**config.mk**
```make
export PLATFORM = sky130hd
export DESIGN_NAME = idle_sync_descrambler
export DESIGN_NICKNAME = d
export VERILOG_FILES = /design/src/rtl/dsc_pkg.sv /design/src/rtl/dsc_keystream.sv /design/src/rtl/dsc_sync_mon.sv /design/src/rtl/dsc_grouper.sv /design/src/rtl/idle_sync_descrambler.sv
export SDC_FILE = /design/constraint.sdc
export NUM_CORES = 1
export LEC_CHECK = 0
export BUFFER_PORTS_ARGS = -buffer_cell sky130_fd_sc_hd__buf_2
export CAP_MARGIN = 0
export CORE_UTILIZATION = 40
export CTS_CLUSTER_SIZE = 25
export DETAILED_ROUTE_END_ITERATION = 16
export SLEW_MARGIN = 0
export SYNTH_ARGS = -nofsm -noshare
export SYNTH_HDL_FRONTEND = slang
export SYNTH_SLANG_ARGS = --single-unit
export TNS_END_PERCENT = 50
```
**constraint.sdc**
```tcl
create_clock -name clk -period 2.1 [get_ports clk]
set_input_delay 0.105 -clock clk [delete_from_list [all_inputs] [get_ports clk]]
set_output_delay 0.105 -clock clk [all_outputs]
set_load 0.01 [all_outputs]
```
**src/rtl/dsc_pkg.sv**
```systemverilog
package dsc_pkg;

   typedef enum logic {
      SYNC_HUNT = 1'b0,
      SYNC_LOCK = 1'b1
   } sync_state_t;

   // start-of-stream pair, earliest bit in the MSB
   localparam logic [9:0] SSD_PAIR  = 10'b11000_10001;
   localparam logic [4:0] IDLE_CODE = 5'b11111;

endpackage

```
**src/rtl/dsc_keystream.sv**
```systemverilog
module dsc_keystream #(
   parameter int LEN = 11,
   parameter int TAP = 9
) (
   input  logic clk,
   input  logic rst_n,
   input  logic shift_en,
   input  logic load_raw,
   input  logic rx_bit,
   output logic ks_bit,
   output logic hist_nz
);

   // hist[0] holds s[n-1], hist[k] holds s[n-1-k]
   logic [LEN-1:0] hist;

   assign ks_bit  = hist[LEN-1] ^ hist[TAP-1];
   assign hist_nz = |hist;

   always_ff @(posedge clk) begin
      if (!rst_n) begin
         hist <= '0;
      end else if (shift_en) begin
         hist <= {hist[LEN-2:0], (load_raw ? ~rx_bit : ks_bit)};
      end
   end

endmodule

```
**src/rtl/dsc_sync_mon.sv**
```systemverilog
module dsc_sync_mon #(
   parameter int LEN      = 11,
   parameter int ACQ_RUN  = 30,
   parameter int IDLE_RUN = 25,
   parameter int WIN_LEN  = 125000
) (
   input  logic clk,
   input  logic rst_n,
   input  logic hold,
   input  logic bit_vld,
   input  logic desc_bit,
   input  logic hist_nz,
   output logic locked,
   output logic lock_nxt,
   output logic hunting
);
   import dsc_pkg::*;

   localparam int FILL_W = $clog2(LEN + 1);
   localparam int ACQ_W  = $clog2(ACQ_RUN + 1);
   localparam int RUN_W  = $clog2(IDLE_RUN + 1);
   localparam int WIN_W  = $clog2(WIN_LEN + 1);
   localparam logic [FILL_W-1:0] FILL_MAX = FILL_W'(LEN);
   localparam logic [ACQ_W-1:0]  ACQ_LAST = ACQ_W'(ACQ_RUN - 1);
   localparam logic [RUN_W-1:0]  RUN_MAX  = RUN_W'(IDLE_RUN);
   localparam logic [RUN_W-1:0]  RUN_HIT  = RUN_W'(IDLE_RUN - 1);
   localparam logic [WIN_W-1:0]  WIN_LAST = WIN_W'(WIN_LEN - 1);

   sync_state_t       st, st_n;
   logic [FILL_W-1:0] fill, fill_n;
   logic [ACQ_W-1:0]  acq, acq_n;
   logic [RUN_W-1:0]  run, run_n;
   logic [WIN_W-1:0]  win, win_n;
   logic              seen, seen_n;
   logic              idle_hit;

   assign idle_hit = desc_bit && (run >= RUN_HIT);

   always_comb begin
      st_n   = st;
      fill_n = fill;
      acq_n  = acq;
      run_n  = run;
      win_n  = win;
      seen_n = seen;
      if (hold) begin
         st_n   = SYNC_HUNT;
         fill_n = '0;
         acq_n  = '0;
      end else if (bit_vld) begin
         unique case (st)
            SYNC_HUNT: begin
               if (fill != FILL_MAX) begin
                  fill_n = fill + 1'b1;
               end else if (!desc_bit) begin
                  acq_n = '0;
               end else if (acq == ACQ_LAST) begin
                  if (hist_nz) begin
                     st_n   = SYNC_LOCK;
                     acq_n  = '0;
                     run_n  = '0;
                     win_n  = '0;
                     seen_n = 1'b0;
                  end
               end else begin
                  acq_n = acq + 1'b1;
               end
            end
            SYNC_LOCK: begin
               if (!desc_bit)           run_n = '0;
               else if (run != RUN_MAX) run_n = run + 1'b1;
               if (win == WIN_LAST) begin
                  if (seen || idle_hit) begin
                     win_n  = '0;
                     seen_n = 1'b0;
                  end else begin
                     st_n   = SYNC_HUNT;
                     fill_n = '0;
                     acq_n  = '0;
                  end
               end else begin
                  win_n = win + 1'b1;
                  if (idle_hit) seen_n = 1'b1;
               end
            end
            default: st_n = SYNC_HUNT;
         endcase
      end
   end

   always_ff @(posedge clk) begin
      if (!rst_n) begin
         st   <= SYNC_HUNT;
         fill <= '0;
         acq  <= '0;
         run  <= '0;
         win  <= '0;
         seen <= 1'b0;
      end else begin
         st   <= st_n;
         fill <= fill_n;
         acq  <= acq_n;
         run  <= run_n;
         win  <= win_n;
         seen <= seen_n;
      end
   end

   assign locked   = (st == SYNC_LOCK);
   assign lock_nxt = (st_n == SYNC_LOCK);
   assign hunting  = (st == SYNC_HUNT);

endmodule

```
**src/rtl/dsc_grouper.sv**
```systemverilog
module dsc_grouper #(
   parameter int             GRP_W = 5,
   parameter logic [2*GRP_W-1:0] DELIM = '0,
   parameter logic [GRP_W-1:0]   IDLE  = '1
) (
   input  logic             clk,
   input  logic             rst_n,
   input  logic             bit_vld,
   input  logic             d_bit,
   input  logic             det_en,
   input  logic             clr,
   output logic [GRP_W-1:0] grp_data,
   output logic             grp_vld,
   output logic             aligned
);

   localparam int SR_W = 2 * GRP_W;
   localparam int PH_W = $clog2(GRP_W);
   localparam logic [PH_W-1:0] PH_LAST = PH_W'(GRP_W - 1);

   logic [SR_W-1:0] sr, sr_n;
   logic [PH_W-1:0] phase, ph_n;
   logic            al_n, emit;

   assign sr_n = bit_vld ? {sr[SR_W-2:0], d_bit} : sr;

   always_comb begin
      al_n = aligned;
      ph_n = phase;
      emit = 1'b0;
      if (clr) begin
         al_n = 1'b0;
      end else if (bit_vld) begin
         if (!aligned) begin
            if (det_en && (sr_n == DELIM)) begin
               al_n = 1'b1;
               emit = 1'b1;
               ph_n = '0;
            end
         end else if (phase == PH_LAST) begin
            emit = 1'b1;
            ph_n = '0;
         end else begin
            ph_n = phase + 1'b1;
         end
      end
   end

   always_ff @(posedge clk) begin
      if (!rst_n) begin
         sr       <= '0;
         phase    <= '0;
         aligned  <= 1'b0;
         grp_vld  <= 1'b0;
         grp_data <= IDLE;
      end else begin
         sr      <= sr_n;
         phase   <= ph_n;
         aligned <= al_n;
         grp_vld <= emit;
         if (emit)       grp_data <= sr_n[SR_W-1:GRP_W];
         else if (!al_n) grp_data <= IDLE;
      end
   end

endmodule

```
**src/rtl/idle_sync_descrambler.sv**
```systemverilog
module idle_sync_descrambler #(
   parameter int LFSR_LEN = 11,
   parameter int LFSR_TAP = 9,
   parameter int ACQ_RUN  = 30,
   parameter int IDLE_RUN = 25,
   parameter int WIN_LEN  = 125000,
   parameter int GRP_W    = 5
) (
   input  logic             clk,
   input  logic             rst_n,
   input  logic             rx_bit,
   input  logic             rx_vld,
   input  logic             bypass,
   input  logic             mode_10m,
   output logic [GRP_W-1:0] grp_data,
   output logic             grp_vld,
   output logic             locked,
   output logic             aligned
);

   localparam logic [2*GRP_W-1:0] DELIM = (2*GRP_W)'(dsc_pkg::SSD_PAIR);
   localparam logic [GRP_W-1:0]   IDLE  = GRP_W'(dsc_pkg::IDLE_CODE);

   if (LFSR_TAP < 1 || LFSR_TAP >= LFSR_LEN) begin : g_bad_tap
      $error("LFSR_TAP must lie inside the key register");
   end
   if (ACQ_RUN < 2) begin : g_bad_acq
      $error("ACQ_RUN must be at least 2");
   end
   if (IDLE_RUN < 2 || WIN_LEN <= IDLE_RUN) begin : g_bad_win
      $error("WIN_LEN must exceed IDLE_RUN, IDLE_RUN at least 2");
   end
   if (GRP_W != 5) begin : g_bad_grp
      $error("delimiter pair is defined for 5-bit code groups");
   end

   logic pass_sel, pass_q, ctl_chg;
   logic ks_bit, hist_nz, hunting, lock_nxt;
   logic desc_bit, d_bit, det_en, grp_clr;

   assign pass_sel = bypass | mode_10m;
   assign ctl_chg  = pass_sel ^ pass_q;
   assign desc_bit = rx_bit ^ ks_bit;
   assign d_bit    = pass_sel ? rx_bit : desc_bit;
   assign det_en   = pass_sel | (locked & lock_nxt);
   assign grp_clr  = ctl_chg | (~pass_sel & ~lock_nxt);

   always_ff @(posedge clk) begin
      if (!rst_n) pass_q <= 1'b0;
      else        pass_q <= pass_sel;
   end

   dsc_keystream #(
      .LEN (LFSR_LEN),
      .TAP (LFSR_TAP)
   ) u_ks (
      .clk      (clk),
      .rst_n    (rst_n),
      .shift_en (rx_vld),
      .load_raw (hunting),
      .rx_bit   (rx_bit),
      .ks_bit   (ks_bit),
      .hist_nz  (hist_nz)
   );

   dsc_sync_mon #(
      .LEN      (LFSR_LEN),
      .ACQ_RUN  (ACQ_RUN),
      .IDLE_RUN (IDLE_RUN),
      .WIN_LEN  (WIN_LEN)
   ) u_sync (
      .clk      (clk),
      .rst_n    (rst_n),
      .hold     (pass_sel),
      .bit_vld  (rx_vld),
      .desc_bit (desc_bit),
      .hist_nz  (hist_nz),
      .locked   (locked),
      .lock_nxt (lock_nxt),
      .hunting  (hunting)
   );

   dsc_grouper #(
      .GRP_W (GRP_W),
      .DELIM (DELIM),
      .IDLE  (IDLE)
   ) u_grp (
      .clk      (clk),
      .rst_n    (rst_n),
      .bit_vld  (rx_vld),
      .d_bit    (d_bit),
      .det_en   (det_en),
      .clr      (grp_clr),
      .grp_data (grp_data),
      .grp_vld  (grp_vld),
      .aligned  (aligned)
   );

endmodule

```
======== After elaboration in Yosys (flattened, before gate mapping) ========
Cells that the tools add are included.
operators by class
  reductions and logical operators ........ 12
  muxes and demuxes ....................... 57
  add/subtract/negate cells ............... 5
  magnitude comparators ................... 1
  bitwise logic cells ..................... 14
  equality and inequality tests ........... 18
operator list
  kind                     count
  $mux W17                 6
  $mux W5                  13
  $pmux W17 S2             1
  $mux W1                  25
  $pmux W5 S2              2
  $add A17 B1 Y17 const B  1
  $eq A17 B17 Y1 const B   1
  $reduce_and A7 Y1        2
  $mux W4                  3
  $reduce_or A11 Y1        1
  $add A5 B1 Y5 const B    2
  $eq A10 B10 Y1 const B   1
  $mux W10                 1
  $ne A2 B2 Y1 const B     5
  $mux W3                  3
  $ne A3 B3 Y1 const B     3
  $ne A4 B4 Y1 const B     2
  $pmux W4 S2              1
  $reduce_and A8 Y1        1
  $ne A2 B1 Y1 const B     3
  $not A1 Y1               6
  $eq A5 B5 Y1 const B     1
  $ge A5 B5 Y1 const B     1
  $ne A5 B5 Y1 const B     1
  14 further kinds         21
word-level totals
  word-level logic and storage cells ...... 120
  output and inout port bits .............. 8
  flip-flop bits (word level) ............. 65

======== Longest topological paths before layout ========
  depth in word-level cells ............... 18
  depth in mapped cells ................... 10
  mapped depth without buffers ............ 8

======== By module ========
Synthesis repeated with hierarchy kept, for this count alone.
second synthesis, totals
  cell total of the unflattened synthesis .. 410
  area, all modules ....................... 3,558.4 µm²
by module, submodules not included
  module                 cells each  times used  sequential area each (µm²)  area each (µm²)
  dsc_sync_mon           255         1           660.6                       2,039.5
  dsc_grouper            104         1           400.4                       968.4
  dsc_keystream          42          1           220.2                       464.2
  idle_sync_descrambler  9           1           20.0                        86.3

======== Worst setup path after synthesis ========
Ideal clock, no wire load.
  path type ............................... flip-flop to flip-flop
  from .................................... register u_sync.win[0]
  to ...................................... register u_sync.acq[4]
  setup time .............................. 0.072 ns
  setup slack ............................. -0.201 ns
  required time ........................... 2.028 ns
  data arrival time ....................... 2.229 ns
  cell stages (with the launch flop) ...... 8
  path through ............................ dfxtp_1 -> ha_1 -> nor4bb_1 -> nand4_2 -> nor4b_4 -> o221ai_2 -> or4_1 -> a21oi_1
between the ends
  longest elaborated chain between the ends .. 3
ends and longest elaborated chain
  what                         RTL line             text
  start, declared              dsc_sync_mon.sv:33   logic [WIN_W-1:0] win, win_n;
  start signal, assigned       dsc_sync_mon.sv:104  win <= win_n;
  $eq A17 B17 Y1               dsc_sync_mon.sv:72   if (win == WIN_LAST) begin
  $ne A2 B2 Y1 (no line)       --
  $reduce_and A5 Y1 (no line)  --
  end signal, assigned         dsc_sync_mon.sv:102  acq <= acq_n;
  end, declared                dsc_sync_mon.sv:31   logic [ACQ_W-1:0] acq, acq_n;
Every way passes these cells.
A chain may end at the register's enable or synchronous reset.

======== Worst setup path after layout ========
  from .................................... register u_ks.hist[10]
  to ...................................... register u_sync.acq[2]
between the ends
  longest elaborated chain between the ends .. 6
  elaborated cells between the ends (all ways) .. 11
  classes of those cells .................. eq/ne: 2; mux: 3; bitwise: 2; reduce/logical: 4
ends and longest elaborated chain
  what                         RTL line                     text
  start, declared              dsc_keystream.sv:15          logic [LEN-1:0] hist;
  start signal, assigned       dsc_keystream.sv:24          hist <= {hist[LEN-2:0], (load_raw ? ~rx_bit : ks_bit)};
  $xor A1 B1 Y1                dsc_keystream.sv:17          assign ks_bit = hist[LEN-1] ^ hist[TAP-1];
  $xor A1 B1 Y1                idle_sync_descrambler.sv:43  assign desc_bit = rx_bit ^ ks_bit;
  $logic_and A1 B1 Y1          dsc_sync_mon.sv:37           assign idle_hit = desc_bit && (run >= RUN_HIT);
  $logic_or A1 B1 Y1           dsc_sync_mon.sv:73           if (seen || idle_hit) begin
  $ne A2 B2 Y1 (no line)       --
  $reduce_and A5 Y1 (no line)  --
Several ways; a longest one is shown, not always the timed one. The select of a mux whose other input is x is not followed.

==> run metrics <==
vias per cell=5.413; syn_nets=around 370; power per cell area=about 550 nW/µm²; worst-case clock skew=0.007249 ns; crit share post-route=101.1%; I/O Buffers=13; post-synth cell types=57; Die Span Y=91.66 µm; post-synthesis instance total=357; status=finished with violations; Synth warnings=0; Worst-Margin Slew=0.4115 ns; clk_lat worst skew=about 0.34 ns; worst-path cell with the longest stage delay=or4_1; Final TNS setup=-0.03762 ns; failing checks=setup timing; Pint=1.739 mW; largest net degree at the start of global routing=25; Synth top cells by count=dfxtp_1, nor2_1, a21oi_1, nand2_1, mux2i_1; critical path endpoint category=register; fmax=between 400 and 500 MHz; DRC Markers=0; Clk pwr share=40.9%; sequential cell area=roughly 1300 µm²; ys flop type=dfxtp_1; cts hold-fix bufs=0; CP max FO=5; sequential fraction of the synthesis area=between 40 and 50%; fraction of layout cells with a size suffix above 1=between 20% and 30%; GR Util All Layers=about a fifth; maximum VDD drop=around 420 µV; CTS tree=done; vias=around 2900; Cell Area, Synth=approximately 3200 µm²; Worst EP arrival=between 2 and 2.5 ns; crit-path max cell delay=0.49 ns; first-pass GRT wire length=about 13000 µm; initial antenna violation count=0; critical path launch point type=register; Fin. Hold Viols=0; htree depth=3; CP required=2.37 ns; final slew viol count=0; most frequent cell after synthesis=dfxtp_1; vias in the first global route=around 2700; RSZ-0062 raised after global routing=true; # Max-Cap Violations=0; Crit Path Class=reg2reg; I/O pin count=14; Setup WS post-layout=-0.02414 ns; CTS Buf Count=9; maximum clock path buffer count=2; Tot Pwr=around 2.3 mW; critical path's top delay family=simple AND/OR/NAND/NOR gates; FF+latch count, synth=65; Die Width=slightly above 90 µm; multi-input combinational cell area=1937 µm²; Fill cells=around 740; Post-Route WL=7504 µm; slew margin rel.=between 70% and 80%; P_sw=between 0.5 and 0.6 mW; Die ar.=approximately 8400 µm²; critical path cell sequence=xor3_1 > and3_4 > nor4b_4 > o221ai_4 > or4_1 > a21oi_1; initial core utilization=roughly 41%; nets@finish=approximately 450; Comb power frac=4.9%; TritonRoute pass-1 iters=4; ranking of synthesized cells by area=dfxtp_1, mux2i_1, nor2_1; number of flops mapped to enable cells by yosys=0; Remaining Overflow, GRT=0; # diodes=0; Cells after DPL=518; final setup vio count=2; async set-or-reset flop fraction in the synthesized netlist=0%; hpwl dp=between 5000 and 6000 µm; post-route insts no fill=approximately 540; wire per inst=around 14 µm; CTS Root Cell=clkbuf_8; core box area=7767 µm²; CTS clk-pin slew, worst paths=approximately 0.070 ns; Sink Count=65; post-route ant nets=0; Worst Hold Class=in2reg; Syn-to-layout area delta=30.74%; syn_area_per_cell=around 9.0 µm²; post-synth top area share=40.47%; Leak=about 1.6 nW; CP bufs+invs=0; Final min period=between 2 and 2.5 ns; Net Sw Frac=24.23%; leading area contributor after synthesis=dfxtp_1; initial drt markers=99; FP Rows=32; gpl congestion=around 0.8; sequential share of power=between 50% and 60%
==> cell usage in the layout (no fill, tap or decap), types with 13 or more instances in the layout <==
cell      n
nand3_1  15
a21oi_1  18
buf_4    65
nand2_1  19
xnor2_1  15
mux2i_1  17
nor2_1   44
dfxtp_1  58
buf_2    13
inv_1    13
==> flip-flops by register name, summed over array words and instances, names as in the netlist <==
name and cells:
u_sync.win 17, u_ks.hist 11, u_grp.sr 10, u_grp.grp_data 5, u_sync.acq 5, u_sync.run 5
u_sync.fill 4, u_grp.phase 3, pass_q 1, u_grp.aligned 1, u_grp.grp_vld 1, u_sync.locked 1
u_sync.seen 1
==> power by group through the flow <==
stage,logic [mW],registers [mW],clock network [mW]
floorplan,0.0665,1.27,0
global placement,0.105,1.27,0
detailed placement,0.106,1.27,0
CTS,0.109,1.24,0.967
global route,0.122,1.24,1.02
finish,0.112,1.24,0.939
==> final cells by class <==
| cell class | instances | area share [%] |
|---|---|---|
| timing repair buffer | 81 | 14.38 |
| clock inverter | 5 | 0.7440 |
| multi-input combinational | 264 | 46.07 |
| inverter | 14 | 1.250 |
| clock buffer | 11 | 3.363 |
| tap | 102 | 3.036 |
| sequential | 65 | 31.16 |
==> final timing paths <==
kind / from / end / slack [ns] / cells after the start
max: u_ks.hist[10] / u_sync.acq[2] / -0.02 / 6
max reg2reg: u_ks.hist[10] / u_sync.acq[2] / -0.02 / 6
min: bypass / pass_q / 0.05 / 3
min reg2reg: u_sync.run[1] / u_sync.run[1] / 0.49 / 2
==> stage by stage <==
stage / hold slack, ns / area, µm² / worst slack (ns) / utilization, %
detailed placement: 0.4090 / 3876 / -0.1444 / 49.90
global placement: 0.3981 / 3876 / -0.1048 / 49.90
global route: 0.05171 / 4204 / -0.1568 / 54.12
finish: 0.05477 / 4204 / -0.02414 / 54.12
CTS: 0.05141 / 4113 / -0.02257 / 52.95
floorplan: 0.2742 / 3282 / -0.03315 / -
==> layer usage <==
layer / track usage [%] / part of all wire (%)
met5: 0 / 0
met4: 8.201 / 1.6
met3: 2.985 / 3.0
met2: 30.39 / 46
met1: 24.97 / 50
==> logic make-up after synthesis <==
family / share of synthesized area [%]
compound gates: 15.10
xor+xnor: 5.370
fa+ha+maj: 3.113
buf+inv: 3.774
flops: 40.47
mux: 7.354
simple gates: 24.83
==> what timing repair did <==
action                                  CTS  global route
resized for setup                         8            10
cloned                                    1             0
pin swaps                                 7             1
buffers inserted                          2             5
endpoints found under the hold margin     0             0
endpoints found under the setup margin   12            38
==> worst min-delay path: stages <==
cell and delay, ns:
buf_2 0.08, nor2_1 0.08, nor2_1 0.08
Power figures use the tool's default switching activity.
